`src/rtl/flcmd_pkg.sv`:
```
package flcmd_pkg;

  typedef enum logic [2:0] {
    MD_READ  = 3'd0,
    MD_ESUSP = 3'd1,
    MD_ASEL  = 3'd2,
    MD_CFI   = 3'd3,
    MD_SECR  = 3'd4,
    MD_BYP   = 3'd5
  } mode_e;

  typedef enum logic [3:0] {
    SQ_IDLE, SQ_U1, SQ_U2, SQ_PGM, SQ_E1, SQ_E2, SQ_E3, SQ_SX, SQ_BPGM, SQ_BX
  } seq_e;

  localparam int KW = 12;

  localparam logic [7:0] OP_KEY1 = 8'hAA;
  localparam logic [7:0] OP_KEY2 = 8'h55;
  localparam logic [7:0] OP_ASEL = 8'h90;
  localparam logic [7:0] OP_PGM  = 8'hA0;
  localparam logic [7:0] OP_ERS  = 8'h80;
  localparam logic [7:0] OP_BYP  = 8'h20;
  localparam logic [7:0] OP_SECR = 8'h88;
  localparam logic [7:0] OP_RST  = 8'hF0;
  localparam logic [7:0] OP_CHIP = 8'h10;
  localparam logic [7:0] OP_SECT = 8'h30;
  localparam logic [7:0] OP_SUSP = 8'hB0;
  localparam logic [7:0] OP_CFI  = 8'h98;
  localparam logic [7:0] OP_EXIT = 8'h00;

  // Key address compare: word mode looks at 11 bits, byte mode at 12.
  function automatic logic key_hit(input logic [KW-1:0] a, input logic bm,
                                   input logic [KW-1:0] wkey, input logic [KW-1:0] bkey);
    return bm ? (a == bkey) : (a[KW-2:0] == wkey[KW-2:0]);
  endfunction

endpackage

```
`src/rtl/flcmd_key_cmp.sv`:
```
module flcmd_key_cmp
  import flcmd_pkg::*;
(
  input  logic [KW-1:0] addr_lo,
  input  logic          byte_mode,
  output logic          hit_k1,
  output logic          hit_k2,
  output logic          hit_cfi
);
  assign hit_k1  = key_hit(addr_lo, byte_mode, 12'h555, 12'hAAA);
  assign hit_k2  = key_hit(addr_lo, byte_mode, 12'h2AA, 12'h555);
  assign hit_cfi = key_hit(addr_lo, byte_mode, 12'h055, 12'h0AA);
endmodule

```
`src/rtl/flcmd_id_rom.sv`:
```
module flcmd_id_rom #(
  parameter logic [15:0] MAKER_CODE  = 16'h0001,
  parameter logic [15:0] DEV_WORD0   = 16'h227E,
  parameter logic [15:0] DEV_WORD1   = 16'h2236,
  parameter logic [15:0] DEV_WORD2   = 16'h2200,
  parameter logic        SECR_LOCKED = 1'b1
) (
  input  logic        en,
  input  logic [7:0]  off,
  input  logic        sect_prot,
  output logic [15:0] data
);
  logic [15:0] word;

  always_comb begin
    case (off)
      8'h00:   word = MAKER_CODE;
      8'h01:   word = DEV_WORD0;
      8'h0E:   word = DEV_WORD1;
      8'h0F:   word = DEV_WORD2;
      8'h02:   word = {15'd0, sect_prot};
      8'h03:   word = SECR_LOCKED ? 16'h0082 : 16'h0002;
      default: word = 16'h0000;
    endcase
  end

  assign data = en ? word : 16'h0000;
endmodule

```
`src/rtl/flcmd_decoder.sv`:
```
module flcmd_decoder
  import flcmd_pkg::*;
#(
  parameter int          AW          = 21,
  parameter logic [15:0] MAKER_CODE  = 16'h0001,
  parameter logic [15:0] DEV_WORD0   = 16'h227E,
  parameter logic [15:0] DEV_WORD1   = 16'h2236,
  parameter logic [15:0] DEV_WORD2   = 16'h2200,
  parameter logic        SECR_LOCKED = 1'b1
) (
  input  logic          clk,
  input  logic          rst_n,
  input  logic          byte_mode,
  input  logic          wr_en,
  input  logic [AW-1:0] wr_addr,
  input  logic [15:0]   wr_data,
  input  logic          busy,
  input  logic          sect_prot,
  input  logic [7:0]    rd_off,
  output logic [15:0]   id_data,
  output logic [2:0]    mode,
  output logic          pgm_req,
  output logic          chip_erase_req,
  output logic          sect_erase_req,
  output logic          susp_req,
  output logic          resume_req,
  output logic [AW-1:0] req_addr,
  output logic [15:0]   req_data
);

  mode_e mode_q, mode_n;
  seq_e  seq_q, seq_n;
  logic  susp_q, erase_act_q, busy_q;
  logic  pgm_n, cer_n, ser_n, sus_n, res_n;
  logic  hit_k1, hit_k2, hit_cfi;

  // Named internal events for the checker
  logic       cmd_ok, susp_hit, busy_fall, any_req;
  logic [7:0] op;
  mode_e      base_mode;

  assign op        = wr_data[7:0];
  assign cmd_ok    = wr_en && !busy;
  assign susp_hit  = wr_en && busy && (op == OP_SUSP) && erase_act_q && !susp_q;
  assign busy_fall = busy_q && !busy;
  assign base_mode = susp_q ? MD_ESUSP : MD_READ;
  assign any_req   = pgm_n | cer_n | ser_n | sus_n | res_n;

  flcmd_key_cmp u_keys (
    .addr_lo  (wr_addr[KW-1:0]),
    .byte_mode(byte_mode),
    .hit_k1   (hit_k1),
    .hit_k2   (hit_k2),
    .hit_cfi  (hit_cfi)
  );

  flcmd_id_rom #(
    .MAKER_CODE (MAKER_CODE),
    .DEV_WORD0  (DEV_WORD0),
    .DEV_WORD1  (DEV_WORD1),
    .DEV_WORD2  (DEV_WORD2),
    .SECR_LOCKED(SECR_LOCKED)
  ) u_rom (
    .en       (mode_q == MD_ASEL),
    .off      (rd_off),
    .sect_prot(sect_prot),
    .data     (id_data)
  );

  always_comb begin
    mode_n = mode_q;
    seq_n  = seq_q;
    pgm_n  = 1'b0;
    cer_n  = 1'b0;
    ser_n  = 1'b0;
    sus_n  = 1'b0;
    res_n  = 1'b0;
    if (susp_hit) begin
      mode_n = MD_ESUSP;
      seq_n  = SQ_IDLE;
      sus_n  = 1'b1;
    end else if (cmd_ok) begin
      if (op == OP_RST && seq_q != SQ_PGM && seq_q != SQ_BPGM && mode_q != MD_BYP) begin
        mode_n = base_mode;
        seq_n  = SQ_IDLE;
      end else begin
        case (seq_q)
          SQ_IDLE: begin
            case (mode_q)
              MD_BYP: begin
                if (op == OP_PGM)       seq_n = SQ_BPGM;
                else if (op == OP_ASEL) seq_n = SQ_BX;
              end
              MD_ASEL: if (op == OP_CFI && hit_cfi) mode_n = MD_CFI;
              MD_CFI:  ;
              default: begin
                if (op == OP_KEY1 && hit_k1) seq_n = SQ_U1;
                else if (mode_q == MD_READ && op == OP_CFI && hit_cfi) mode_n = MD_CFI;
                else if (mode_q == MD_ESUSP && op == OP_SECT) begin
                  res_n  = 1'b1;
                  mode_n = MD_READ;
                end
              end
            endcase
          end
          SQ_U1: seq_n = (op == OP_KEY2 && hit_k2) ? SQ_U2 : SQ_IDLE;
          SQ_U2: begin
            seq_n = SQ_IDLE;
            if (hit_k1) begin
              if (mode_q == MD_SECR) begin
                if (op == OP_ASEL) seq_n = SQ_SX;
              end else begin
                case (op)
                  OP_ASEL: mode_n = MD_ASEL;
                  OP_PGM:  seq_n  = SQ_PGM;
                  OP_ERS:  if (!susp_q) seq_n  = SQ_E1;
                  OP_BYP:  if (!susp_q) mode_n = MD_BYP;
                  OP_SECR: if (!susp_q) mode_n = MD_SECR;
                  default: ;
                endcase
              end
            end
          end
          SQ_PGM, SQ_BPGM: begin
            seq_n = SQ_IDLE;
            pgm_n = 1'b1;
          end
          SQ_E1: seq_n = (op == OP_KEY1 && hit_k1) ? SQ_E2 : SQ_IDLE;
          SQ_E2: seq_n = (op == OP_KEY2 && hit_k2) ? SQ_E3 : SQ_IDLE;
          SQ_E3: begin
            seq_n = SQ_IDLE;
            if (op == OP_CHIP && hit_k1) cer_n = 1'b1;
            else if (op == OP_SECT)      ser_n = 1'b1;
          end
          SQ_SX, SQ_BX: begin
            seq_n = SQ_IDLE;
            if (op == OP_EXIT) mode_n = MD_READ;
          end
          default: seq_n = SQ_IDLE;
        endcase
      end
    end
  end

  always_ff @(posedge clk) begin
    if (!rst_n) begin
      mode_q         <= MD_READ;
      seq_q          <= SQ_IDLE;
      susp_q         <= 1'b0;
      erase_act_q    <= 1'b0;
      busy_q         <= 1'b0;
      pgm_req        <= 1'b0;
      chip_erase_req <= 1'b0;
      sect_erase_req <= 1'b0;
      susp_req       <= 1'b0;
      resume_req     <= 1'b0;
      req_addr       <= '0;
      req_data       <= '0;
    end else begin
      mode_q         <= mode_n;
      seq_q          <= seq_n;
      busy_q         <= busy;
      pgm_req        <= pgm_n;
      chip_erase_req <= cer_n;
      sect_erase_req <= ser_n;
      susp_req       <= sus_n;
      resume_req     <= res_n;
      if (sus_n)      susp_q <= 1'b1;
      else if (res_n) susp_q <= 1'b0;
      if (ser_n)                     erase_act_q <= 1'b1;
      else if (busy_fall && !susp_q) erase_act_q <= 1'b0;
      if (any_req) begin
        req_addr <= wr_addr;
        req_data <= wr_data;
      end
    end
  end

  assign mode = mode_q;

endmodule

```
`config.mk`:
```
export PLATFORM = sky130hd
export DESIGN_NAME = flcmd_decoder
export DESIGN_NICKNAME = d
export VERILOG_FILES = /design/src/rtl/flcmd_pkg.sv /design/src/rtl/flcmd_key_cmp.sv /design/src/rtl/flcmd_id_rom.sv /design/src/rtl/flcmd_decoder.sv
export SDC_FILE = /design/constraint.sdc
export NUM_CORES = 1
export LEC_CHECK = 0
export ABC_CLOCK_PERIOD_IN_PS = 3500
export BUFFER_PORTS_ARGS = -buffer_cell sky130_fd_sc_hd__clkbuf_2
export CORE_ASPECT_RATIO = 1.25
export CORE_MARGIN = 3
export CORE_UTILIZATION = 54
export CTS_CLUSTER_DIAMETER = 50
export DETAILED_ROUTE_END_ITERATION = 12
export GPL_TIMING_DRIVEN = 0
export PLACE_DENSITY = 0.86
export SLEW_MARGIN = 20
export SYNTH_ARGS = -nofsm -noshare
export SYNTH_HDL_FRONTEND = slang
export SYNTH_SLANG_ARGS = --single-unit
```
`constraint.sdc`:
```
create_clock -name clk -period 3.5 [get_ports clk]
set_input_delay 0.35 -clock clk [delete_from_list [all_inputs] [get_ports clk]]
set_output_delay 0.35 -clock clk [all_outputs]
set_load 0.02 [all_outputs]
```
; ---- Yosys cells after proc, flatten, opt, wreduce, memory -nomap -nowiden
; Index checks and enable logic that the tools add are counted.
; Widths: inputs -> output; s select.
[totals]
reg_bits = 52
input_bits = 51
[classes]
n_eq_ne = 63
mux = 63
bitwise = 5
n_reduce_logical = 37
[op_table]
columns = cell, n
row1 = $pmux 14 s6, 1
row2 = $eq 8x8->1 const B, 8
row3 = $mux 3, 14
row4 = $mux 1, 34
row5 = $ne 4x4->1 const B, 8
row6 = $mux 4, 6
row7 = $reduce_and 12->1, 2
row8 = $ne 5x5->1 const B, 4
row9 = $pmux 4 s5, 1
row10 = $ne 3x3->1 const B, 6
row11 = $pmux 3 s3, 2
row12 = $logic_and 1x1->1, 17
row13 = $eq 4x3->1 const B, 4
row14 = $eq 8x2->1 const B, 2
row15 = $eq 8x4->1 const B, 2
row16 = $eq 8x6->1 const B, 2
row17 = $logic_not 8->1, 2
row18 = $ne 5x4->1 const B, 3
row19 = $mux 14, 1
row20 = $eq 12x11->1 const B, 1
row21 = $eq 12x12->1 const B, 1
row22 = $eq 12x8->1 const B, 1
row23 = $ne 6x5->1 const B, 2
row24 = $pmux 3 s2, 2
row25 = 27 further kinds, 42

; ---- Logic depth before layout (Yosys ltp)
; Gate-level depths: netlist (run 1).
[depth]
ltp_word = 12
ltp_mapped = 9
ltp_nobuf = 6

; ---- By module
; From an unflattened synthesis (run 1), not the netlist that was laid out.
[hier_totals]
cells_unflattened = 319
area_unflattened_um2 = 2922.8
[modules_own_cells]
columns = mod, instances, cells_each, area_each_um2, seq_area_each_um2
row1 = flcmd_decoder, 1, 277, 2595.0, 1041.0
row2 = flcmd_id_rom, 1, 25, 193.9, 0.0
row3 = flcmd_key_cmp, 1, 17, 133.9, 0.0

; ---- Least setup slack after synthesis (run 1)
; No wires, ideal clock.
[synth_path]
kind = input-to-output
from = input rd_off[1]
to = output id_data[13]
arrival_ns = 1.679
slack_ns = 1.471
cell_stages = 3
path_cell_list = or4b_2 > a21oi_1 > buf_4
[synth_between]
elab_chain_len = 3
word_cells_on_any_way = 8
classes_between = 5 x eq/ne / 2 x mux / 1 x reduce/logical
[synth_rtl]
columns = element, line
row1 = start: declaration, flcmd_decoder.sv:19  ; input logic [7:0] rd_off,
row2 = "$eq 8x2->1, or another cell as far along", flcmd_id_rom.sv:16  ; case (off)
row3 = $pmux 14 s6 (*), flcmd_id_rom.sv:16
row4 = $mux 14 (*), flcmd_id_rom.sv:27  ; assign data = en ? word : 16'h0000;
row5 = end: declaration, flcmd_decoder.sv:20  ; output logic [15:0] id_data,
; Every way passes the cells marked *; elsewhere a longest branch is shown, timed or not.

; ---- Worst setup path after layout (run 1)
[layout_path]
from = register mode_q[1], in the netlist mode[1]
to = output id_data[1]
[layout_between]
elab_chain_len = 2
[layout_rtl]
columns = element, line
row1 = start: declaration, flcmd_decoder.sv:31  ; mode_e mode_q, mode_n;
row2 = start signal: assignment, flcmd_decoder.sv:160  ; mode_q <= mode_n;
row3 = $eq 3x2->1, flcmd_decoder.sv:64  ; .en (mode_q == MD_ASEL),
row4 = $mux 14, flcmd_id_rom.sv:27
; Every way passes these cells.

==> results of run 1 <==
==> how the worst max path moves through the flow <==
stage                     depth (start not counted)           end  slack, ns       start
after floorplan                                   3   id_data[13]       1.47   rd_off[1]
after global placement                            7       mode[0]       1.09  wr_data[6]
after detailed placement                          9  req_data[13]       1.05  wr_data[6]
after CTS                                         7    id_data[1]       1.13     mode[1]
after global routing                              7    id_data[1]       0.87     mode[1]
final                                             7    id_data[1]       1.14     mode[1]
==> through the flow <==
stage          power [mW]  hold WS, ns  setup WS [ns]  utilization, %  std cells
3_5_place_dp        0.705        0.508           1.05            69.3        501
4_1_cts              1.05        0.288           1.13            71.0        509
5_1_grt              1.09        0.296          0.874            71.0        509
6_report             1.05        0.286           1.14            71.0        509
2_1_floorplan       0.657        0.472           1.47               -        335
3_3_place_gp        0.703        0.494           1.09            69.3        501
==> cells by family after synthesis <==
kind of cell | count (synthesis)
other cells | 1
compound gates | 45
mux | 41
buf+inv | 31
flops | 52
xor+xnor | 1
simple gates | 159
==> synthesized netlist by cell type, drive strengths merged (4+ instances only) <==
library cell / n
nand2: 18
and4b: 5
nand3: 6
buf: 19
and3: 6
nor2: 16
o211ai: 4
and2: 7
nor3: 4
nor3b: 10
clkbuf: 9
nand4: 10
dfxtp: 52
mux2i: 40
a21oi: 10
nand2b: 4
nor2b: 47
o21ai: 5
==> worst min-delay path, stage by stage <==
cell and delay (ns):
clkbuf_2 0.08, mux2i_1 0.05, nor2b_1 0.09
==> registers in the layout, summed over array words and instances, names as in the netlist <==
signal	flops
req_addr	21
pgm_req	1
busy_q	1
sect_erase_req	1
erase_act_q	1
susp_q	1
req_data	16
chip_erase_req	1
resume_req	1
seq_q	4
mode	3
susp_req	1
==> area by class of cell <==
type | count | area [um2] | share of cell area [%]
clock buffer | 6 | 72.6 | 1.94
tap | 62 | 77.6 | 2.08
inverter | 3 | 11.3 | 0.302
sequential | 52 | 1040 | 27.9
timing repair buffer | 104 | 520 | 13.9
multi-input combinational | 252 | 1780 | 47.7
clock inverter | 2 | 17.5 | 0.469
buffer | 28 | 211 | 5.66
==> routing by layer <==
layer,track usage (%),wire length (um)
met4,11.2,256
met1,27.0,3220
met5,0,0
met3,4.69,507
met2,43.2,4210
==> report_power, final <==
part           internal (mW)  switching, mW
Sequential             0.592       0.000287
Clock                  0.147          0.208
Combinational         0.0472         0.0542
==> cells in the final DEF (no fill, tap or decap), types with 4 or more instances in the layout <==
| cell type | netlist | routed |
|---|---|---|
| nor3_1 | 4 | 4 |
| buf_4 | 10 | 10 |
| mux2i_1 | 40 | 40 |
| o21ai_0 | 5 | 5 |
| nor2b_1 | 47 | 47 |
| nor2_1 | 16 | 16 |
| buf_2 | 4 | 4 |
| and2_1 | 7 | 7 |
| o211ai_1 | 4 | 4 |
| and3_1 | 6 | 6 |
| clkbuf_1 | 9 | 10 |
| nand2b_1 | 4 | 4 |
| nand2_1 | 18 | 18 |
| nor3b_1 | 10 | 10 |
| clkbuf_8 | 0 | 5 |
| nand4_1 | 10 | 10 |
| nand3_1 | 6 | 6 |
| clkbuf_2 | 0 | 104 |
| a21oi_1 | 10 | 10 |
| conb_1 | 1 | 6 |
| dfxtp_1 | 52 | 52 |
| and4b_1 | 5 | 5 |
==> flow_metrics.env, run 1 <==
export IMPL_cp_common_cell="nor3_1"
export IMPL_synth_fa_ha_area_share_pct=0
export IMPL_gr_total_overflow=0
export IMPL_drive_gt1_share_pct=31.3
export IMPL_synth_edf_count=0
export IMPL_post_cts_resize_count=0
export IMPL_setup_viol=0
export IMPL_synth_seq_area_share_pct=34.4
export IMPL_holdCritStartpoint="wr_data[10]"
export IMPL_fill_cells=442
export IMPL_cp_required_ns=3.15
export IMPL_yosysTopAreaCell="dfxtp_1"
export IMPL_period_share_pct=67.3
export IMPL_gp_congestion=0.885
export IMPL_start_util_pct=57.5
export IMPL_maxSlewViolCount=0
export IMPL_synth_avg_cell_area_um2=9.17
export IMPL_synthCells=330
export IMPL_synth_compound_area_share_pct=11.2
export IMPL_initialDrtViolationCount=206
export IMPL_yosysTopAreaCellShare_pct=34.4
export IMPL_die_x_um=73.0
export IMPL_drcViolationCount=0
export IMPL_hold_path_class="input pin to flop"
export IMPL_r2r_start="mode[2]"
export IMPL_cts_inserted_buffers=5
export IMPL_synthXorXnorAreaFrac_pct=0.289
export IMPL_start_kind="flop"
export IMPL_critPathTopFamily="simple AND/OR/NAND/NOR gates"
export IMPL_synthTopCellsByArea="dfxtp_1 34%, mux2i_1 13%, nor2b_1 9.7%"
export IMPL_die_y_um=89.7
export IMPL_powerDensity_nw_per_um2=281
export IMPL_cts_tree="built"
export IMPL_dpl_cell_area_um2=3640
export IMPL_die_area_um2=6540
export IMPL_holdPathStages=3
export IMPL_cts_setup_buffers=0
export IMPL_core_area_um2=5260
export IMPL_cts_hold_buf=0
export IMPL_antenna_found_initial=0
export IMPL_reg2reg_depth=9
export IMPL_reg2reg_slack_ns=1.21
export IMPL_cp_slowest_stage_delay_ns=0.51
export IMPL_vias=2934
export IMPL_via_per_inst=5.76
export IMPL_critical_path_class="flop to output pin"
export IMPL_path_cells="inv_1 > nor3_1 > nand2_1 > nor3_1 > and3_1 > or2_2 > clkbuf_2"
export IMPL_drt_total_wl_mm=8.19
export IMPL_cts_buffer_depth=2
export IMPL_max_cap_violations=0
export IMPL_ir_drop_uv=295
export IMPL_cts_root_buf="clkbuf_8"
export IMPL_critPathSlowestCell="dfxtp_1"
export IMPL_worstReg2RegEnd="req_data[13]"
export IMPL_rsz0062_at_grt="no"
export IMPL_grt_total_usage_pct=24.3
export IMPL_diodes=0
export IMPL_synth_cell_types=56
export IMPL_synthMuxAreaShare_pct=13.6
export IMPL_postLayoutCellArea_um2=3730
export IMPL_critPathBufInv=2
export IMPL_leakagePower_nw=1.91
export IMPL_fin_setup_tns_ns=0
export IMPL_synth_simple_area_share_pct=33.0
export IMPL_grt_pass1_wl_mm=13.0
export IMPL_wl_per_cell_um=16.1
export IMPL_async_flop_share_pct=0
export IMPL_slew_headroom_pct=46.6
export IMPL_cts_sinks=52
export IMPL_outcome="finished clean"
export IMPL_grt_max_degree=18
export IMPL_h_tree_depth=2
export IMPL_insertion_delay_ns=0.32
export IMPL_critPathMaxFanout=7
export IMPL_arrival_ns=2.01
export IMPL_synth_warnings=0
export IMPL_detail_route_first_pass_iterations=4
export IMPL_cp_end_kind="output pin"
export IMPL_grt_pass1_vias=2878
export IMPL_io_pins=112
export IMPL_max_slew_worst_pin_slew_ns=0.790
export IMPL_min_period_ns=2.36
export IMPL_synth_top_family_by_area="simple AND/OR/NAND/NOR gates"
export IMPL_synth_top_flop_cell="dfxtp_1"
export IMPL_row_count=29
export IMPL_nets=497
export IMPL_io_buffers=104
export IMPL_fin_skew_ns=0.0149
export IMPL_path_clk_slew_ns=0.10
export IMPL_ys_ff_latch=52
export IMPL_antenna_left=0
export IMPL_netlist_area_um2=3030
export IMPL_dpl_hpwl_mm=6.50
export IMPL_holdPathEnd="req_data[10]"
export IMPL_final_hold_violation_count=0
export IMPL_area_growth_syn_to_layout_pct=23.4
export IMPL_fmax_ghz=0.424
Power figures use the tool's default switching activity.
==> inputs of run 2 (changes only) <==
--- a/config.mk
+++ b/config.mk
@@ -5,15 +5,15 @@
 export SDC_FILE = /design/constraint.sdc
 export NUM_CORES = 1
 export LEC_CHECK = 0
-export ABC_CLOCK_PERIOD_IN_PS = 3500
+export ABC_CLOCK_PERIOD_IN_PS = 2300
 export BUFFER_PORTS_ARGS = -buffer_cell sky130_fd_sc_hd__clkbuf_2
 export CORE_ASPECT_RATIO = 1.25
 export CORE_MARGIN = 3
-export CORE_UTILIZATION = 54
+export CORE_UTILIZATION = 50
 export CTS_CLUSTER_DIAMETER = 50
 export DETAILED_ROUTE_END_ITERATION = 12
 export GPL_TIMING_DRIVEN = 0
-export PLACE_DENSITY = 0.86
+export PLACE_DENSITY = 0.81
 export SLEW_MARGIN = 20
 export SYNTH_ARGS = -nofsm -noshare
 export SYNTH_HDL_FRONTEND = slang
==> constraint.sdc (replaced) <==
create_clock -name clk -period 2.3 [get_ports clk]
set_input_delay 0.23 -clock clk [delete_from_list [all_inputs] [get_ports clk]]
set_output_delay 0.23 -clock clk [all_outputs]
set_load 0.02 [all_outputs]
==> flow_metrics.env, run 2 (synthesis gave the netlist of run 1 again) <==
export IMPL_arrival_ns=2.41
export IMPL_switching_share_pct=22.5
export IMPL_die_x_um=75.6
export IMPL_setup_slack_ns=0.126
export IMPL_detail_route_first_pass_iterations=4
export IMPL_critical_path_class="flop to flop"
export IMPL_vias=2844
export IMPL_power_switching_mw=0.385
export IMPL_top_register="req_addr"
export IMPL_reg2reg_slack_ns=0.13
export IMPL_antenna_found_initial=0
export IMPL_die_area_um2=7030
export IMPL_core_area_um2=5820
export IMPL_outcome="finished clean"
export IMPL_start_kind="flop"
export IMPL_dpl_hpwl_mm=6.12
export IMPL_grt_total_usage_pct=22.1
export IMPL_multiInputGateArea_um2=1790
export IMPL_holdWs_ns=0.174
export IMPL_cts_tree="built"
export IMPL_final_hold_violation_count=0
export IMPL_max_slew_worst_pin_slew_ns=0.713
export IMPL_io_buffers=104
export IMPL_diodes=0
export IMPL_powerDensity_nw_per_um2=450
export IMPL_via_per_inst=5.51
export IMPL_cp_end_kind="flop"
export IMPL_area_growth_syn_to_layout_pct=25.9
export IMPL_drive_gt1_share_pct=33.1
export IMPL_rsz0062_at_grt="no"
export IMPL_grt_pass1_wl_mm=12.2
export IMPL_grt_max_degree=17
export IMPL_final_cell_mix="104 x clkbuf_2, 50 x dfxtp_1, 47 x nor2b_1, 40 x mux2i_1, 18 x nand2_1"
export IMPL_clkPwrFrac_pct=38.5
export IMPL_p_seq_share_pct=52.6
export IMPL_insertion_delay_ns=0.30
export IMPL_start_util_pct=52.0
export IMPL_fin_setup_tns_ns=0
export IMPL_cp_required_ns=2.53
export IMPL_die_y_um=93.0
export IMPL_cts_buffer_depth=2
export IMPL_drcViolationCount=0
export IMPL_initialDrtViolationCount=223
export IMPL_critPathMaxFanout=10
export IMPL_grt_pass1_vias=2714
export IMPL_min_period_ns=2.17
export IMPL_largest_register_ffs=21
export IMPL_io_pins=112
export IMPL_path_clk_slew_ns=0.09
export IMPL_cts_root_buf="clkbuf_8"
export IMPL_maxSlewViolCount=0
export IMPL_nets=500
export IMPL_final_util_pct=65.5
export IMPL_period_share_pct=94.5
export IMPL_internal_power_mw=1.33
export IMPL_fmax_ghz=0.460
export IMPL_ir_drop_uv=454
export IMPL_combPwrFrac_pct=8.9
export IMPL_final_common_cell="clkbuf_2"
export IMPL_setup_viol=0
export IMPL_gr_total_overflow=0
export IMPL_antenna_left=0
export IMPL_hold_path_class="input pin to flop"
export IMPL_cts_inserted_buffers=5
export IMPL_drt_total_wl_mm=7.77
export IMPL_reg_largest_list="req_addr (21), req_data (16), seq_q (4)"
export IMPL_cts_sinks=52
export IMPL_regArea_um2=1040
export IMPL_max_cap_violations=0
export IMPL_gp_congestion=0.873
export IMPL_slew_headroom_pct=51.8
export IMPL_pre_cts_ws_ns=-0.00000844
export IMPL_row_count=31
export IMPL_h_tree_depth=2
export IMPL_leakagePower_nw=1.94
export IMPL_fill_cells=492
export IMPL_wl_per_cell_um=15.0
export IMPL_fin_skew_ns=0.00427
run 2: changes by cell type in the layout (fill, tap and decap cells not counted), moves of 2 or more:
cell,delta
buf_4,+4
clkbuf_1,-2
dfxtp_1,-2
dfxtp_2,+2
inv_6,-2
run 2: power by group through the flow:
stage                     Clock (mW)  Sequential, mW  Combinational [mW]
after floorplan                    0           0.922              0.0779
after global placement             0           0.922               0.148
after detailed placement           0           0.922               0.150
after CTS                      0.675           0.901               0.151
after global routing           0.704           0.901               0.168
final                          0.660           0.901               0.153
run 2: metrics by stage:
| stage | cells | instance area (um2) | total power [mW] |
|---|---|---|---|
| after floorplan | 335 | 3050 | 1.00 |
| after global placement | 505 | 3650 | 1.07 |
| after global routing | 516 | 3810 | 1.77 |
| after CTS | 513 | 3770 | 1.73 |
| final | 516 | 3810 | 1.71 |
| after detailed placement | 505 | 3650 | 1.07 |
run 2: timing repair:
| action | in CTS | in global routing |
|---|---|---|
| gates resized for setup | 0 | 4 |
| setup endpoints to repair | 0 | 41 |
| buffers inserted | 0 | 4 |
| hold buffers | 0 | 0 |
run 2: area by class of cell:
class                   instances  area share, %
plain buffers                  27           5.45
clock buffers                   6           2.17
clock inverters                 2           1.02
inverters                       3          0.296
multi-input cells             252           47.1
flip-flops and latches         52           27.4
well taps                      66           2.17
repair buffers                108           14.4
run 2: critical path, stage by stage, from the launching register on:
cell and delay [ns]:
dfxtp_1 0.33, buf_2 0.20, and4b_1 0.22, or4_1 0.50, a211o_1 0.32, and2_1 0.15, o2111a_1 0.16, a211oi_2 0.21
run 2: final timing paths:
path | depth (start not counted) | to | start
max | 7 | mode[0] | seq_q[3]
min reg2reg | 2 | req_addr[8] | req_addr[8]
max reg2reg | 7 | mode[0] | seq_q[3]
min | 3 | req_data[9] | wr_data[9]
run 2: routing by layer:
layer / GRT usage (%) / routed length (um) / share of wire (%)
met5: 0 / 0 / 0
met4: 7.73 / 140 / 1.8
met3: 4.95 / 585 / 7.5
met2: 38.9 / 4040 / 52
met1: 25.6 / 3000 / 39
==> inputs of run 3 (changes only) <==
--- a/config.mk
+++ b/config.mk
@@ -7,7 +7,7 @@
 export LEC_CHECK = 0
 export ABC_CLOCK_PERIOD_IN_PS = 2300
 export BUFFER_PORTS_ARGS = -buffer_cell sky130_fd_sc_hd__clkbuf_2
-export CORE_ASPECT_RATIO = 1.25
+export CORE_ASPECT_RATIO = 0.75
 export CORE_MARGIN = 3
 export CORE_UTILIZATION = 50
 export CTS_CLUSTER_DIAMETER = 50
==> flow_metrics.env, run 3 (synthesis gave the netlist of run 1 again) <==
export IMPL_outcome="finished clean"
export IMPL_dpl_cell_area_um2=3660
export IMPL_clkPwrFrac_pct=34.2
export IMPL_worstReg2RegEnd="mode[0]"
export IMPL_endpoint="mode[0]"
export IMPL_gr_total_overflow=0
export IMPL_die_x_um=95.8
export IMPL_cp_slowest_stage_delay_ns=0.53
export IMPL_max_slew_worst_pin_slew_ns=0.796
export IMPL_largest_register_ffs=21
export IMPL_top_register="req_addr"
export IMPL_area_growth_syn_to_layout_pct=25.6
export IMPL_reg_largest_list="req_addr (21), req_data (16), seq_q (4)"
export IMPL_rsz0062_at_grt="no"
export IMPL_p_seq_share_pct=56.1
export IMPL_vias=2831
export IMPL_via_per_inst=5.40
export IMPL_reg2reg_slack_ns=0.12
export IMPL_combPwrFrac_pct=9.7
export IMPL_wl_per_cell_um=15.0
export IMPL_grt_total_usage_pct=22.6
export IMPL_power_switching_mw=0.386
export IMPL_start_util_pct=54.2
export IMPL_cts_sinks=52
export IMPL_cp_end_kind="flop"
export IMPL_final_cell_mix="104 x clkbuf_2, 51 x dfxtp_1, 47 x nor2b_1, 40 x mux2i_1, 18 x nand2_1"
export IMPL_critPathSlowestCell="nor4b_1"
export IMPL_drive_gt1_share_pct=33.0
export IMPL_setup_viol=0
export IMPL_postLayoutCellArea_um2=3800
export IMPL_drcViolationCount=0
export IMPL_critical_path_class="flop to flop"
export IMPL_start_kind="flop"
export IMPL_fill_cells=471
export IMPL_powerDensity_nw_per_um2=422
export IMPL_cts_inserted_buffers=5
export IMPL_antenna_found_initial=0
export IMPL_arrival_ns=2.36
export IMPL_maxSlewViolCount=0
export IMPL_antenna_left=0
export IMPL_slew_headroom_pct=46.2
export IMPL_highest_layer="met4"
export IMPL_reg2reg_depth=7
export IMPL_path_clk_slew_ns=0.09
export IMPL_hold_path_class="input pin to flop"
export IMPL_dp_cells=514
export IMPL_r2r_start="seq_q[0]"
export IMPL_grt_pass1_wl_mm=12.6
export IMPL_final_hold_violation_count=0
export IMPL_cts_tree="built"
export IMPL_min_period_ns=2.18
export IMPL_io_buffers=104
export IMPL_max_cap_violations=0
export IMPL_cts_buffer_depth=2
export IMPL_io_pins=112
export IMPL_dpl_hpwl_mm=6.30
export IMPL_fmax_ghz=0.458
export IMPL_cp_required_ns=2.48
export IMPL_worstSetupStartpoint="seq_q[0]"
export IMPL_routed_wl_met3_um=793
export IMPL_multiInputGateArea_um2=1810
export IMPL_cts_root_buf="clkbuf_8"
export IMPL_leakagePower_nw=1.93
export IMPL_core_area_um2=5580
export IMPL_cts_hold_buf=0
export IMPL_die_area_um2=7030
export IMPL_grt_max_degree=17
export IMPL_fin_skew_ns=0.00900
export IMPL_row_count=23
export IMPL_wl_met1_mm=3.65
export IMPL_path_cells="buf_2 > nor4b_1 > a31oi_4 > nand3_1 > a21oi_1 > o311ai_0 > a211oi_2"
export IMPL_gp_congestion=0.995
export IMPL_fin_setup_tns_ns=0
export IMPL_critPathMaxFanout=10
export IMPL_h_tree_depth=2
export IMPL_nets=499
export IMPL_holdCritStartpoint="wr_addr[16]"
export IMPL_wl_met2_mm=3.38
export IMPL_detail_route_first_pass_iterations=5
export IMPL_period_share_pct=94.9
export IMPL_insertion_delay_ns=0.30
export IMPL_final_common_cell="clkbuf_2"
export IMPL_switching_share_pct=24.1
export IMPL_grt_pass1_vias=2607
export IMPL_die_y_um=73.4
export IMPL_instances_no_fill=524
export IMPL_drt_total_wl_mm=7.88
export IMPL_ir_drop_uv=297
export IMPL_regArea_um2=1040
export IMPL_diodes=0
export IMPL_internal_power_mw=1.22
export IMPL_initialDrtViolationCount=196
run 3: layout make-up:
cell class | instances | share of cell area, %
inverter | 3 | 0.296
multi-input combinational | 252 | 47.5
buffer | 27 | 5.46
sequential | 52 | 27.4
clock buffer | 6 | 2.17
clock inverter | 2 | 0.362
timing repair buffer | 107 | 14.3
tap | 75 | 2.47
run 3: routing by layer:
layer / vias up / track usage, %
met4: 0 / 4.57
met2: 132 / 33.4
met5: - / 0
met1: 1279 / 32.3
met3: 9 / 7.06
li1: 1411 / -
run 3: metrics by stage:
step	power, mW	hold WS, ns	utilization (%)	setup WS (ns)
after floorplan	1.00	0.352	-	0.277
after global placement	1.07	0.481	65.6	-0.0833
after detailed placement	1.07	0.492	65.6	-0.131
after CTS	1.62	0.175	67.3	0.0149
after global routing	1.68	0.166	68.1	0.0279
final	1.61	0.177	68.1	0.116
run 3: worst min path at each step:
| stage | to | depth (start not counted) |
|---|---|---|
| after floorplan | busy_q | 1 |
| after global placement | req_addr[14] | 3 |
| after detailed placement | req_addr[15] | 3 |
| after CTS | req_addr[16] | 3 |
| after global routing | req_data[12] | 3 |
| final | req_addr[16] | 3 |
run 3: repair_timing:
item,CTS,global route
setup endpoints to repair,0,36
resized for setup,0,5
setup buffers,0,3
run 3: power by group through the flow:
stage	registers [mW]	clock network, mW	logic (mW)
global placement	0.922	0	0.148
global route	0.901	0.608	0.171
detailed placement	0.922	0	0.151
finish	0.901	0.549	0.155
CTS	0.901	0.568	0.152
floorplan	0.922	0	0.0779
run 3: worst max-delay path: cells and delay by family, from the launching register on:
kind,cells,cell delay (ns)
DFF,1,0.32
buffers and inverters,1,0.20
AOI/OAI and AO/OA,4,0.76
and+or+nand+nor,2,0.78
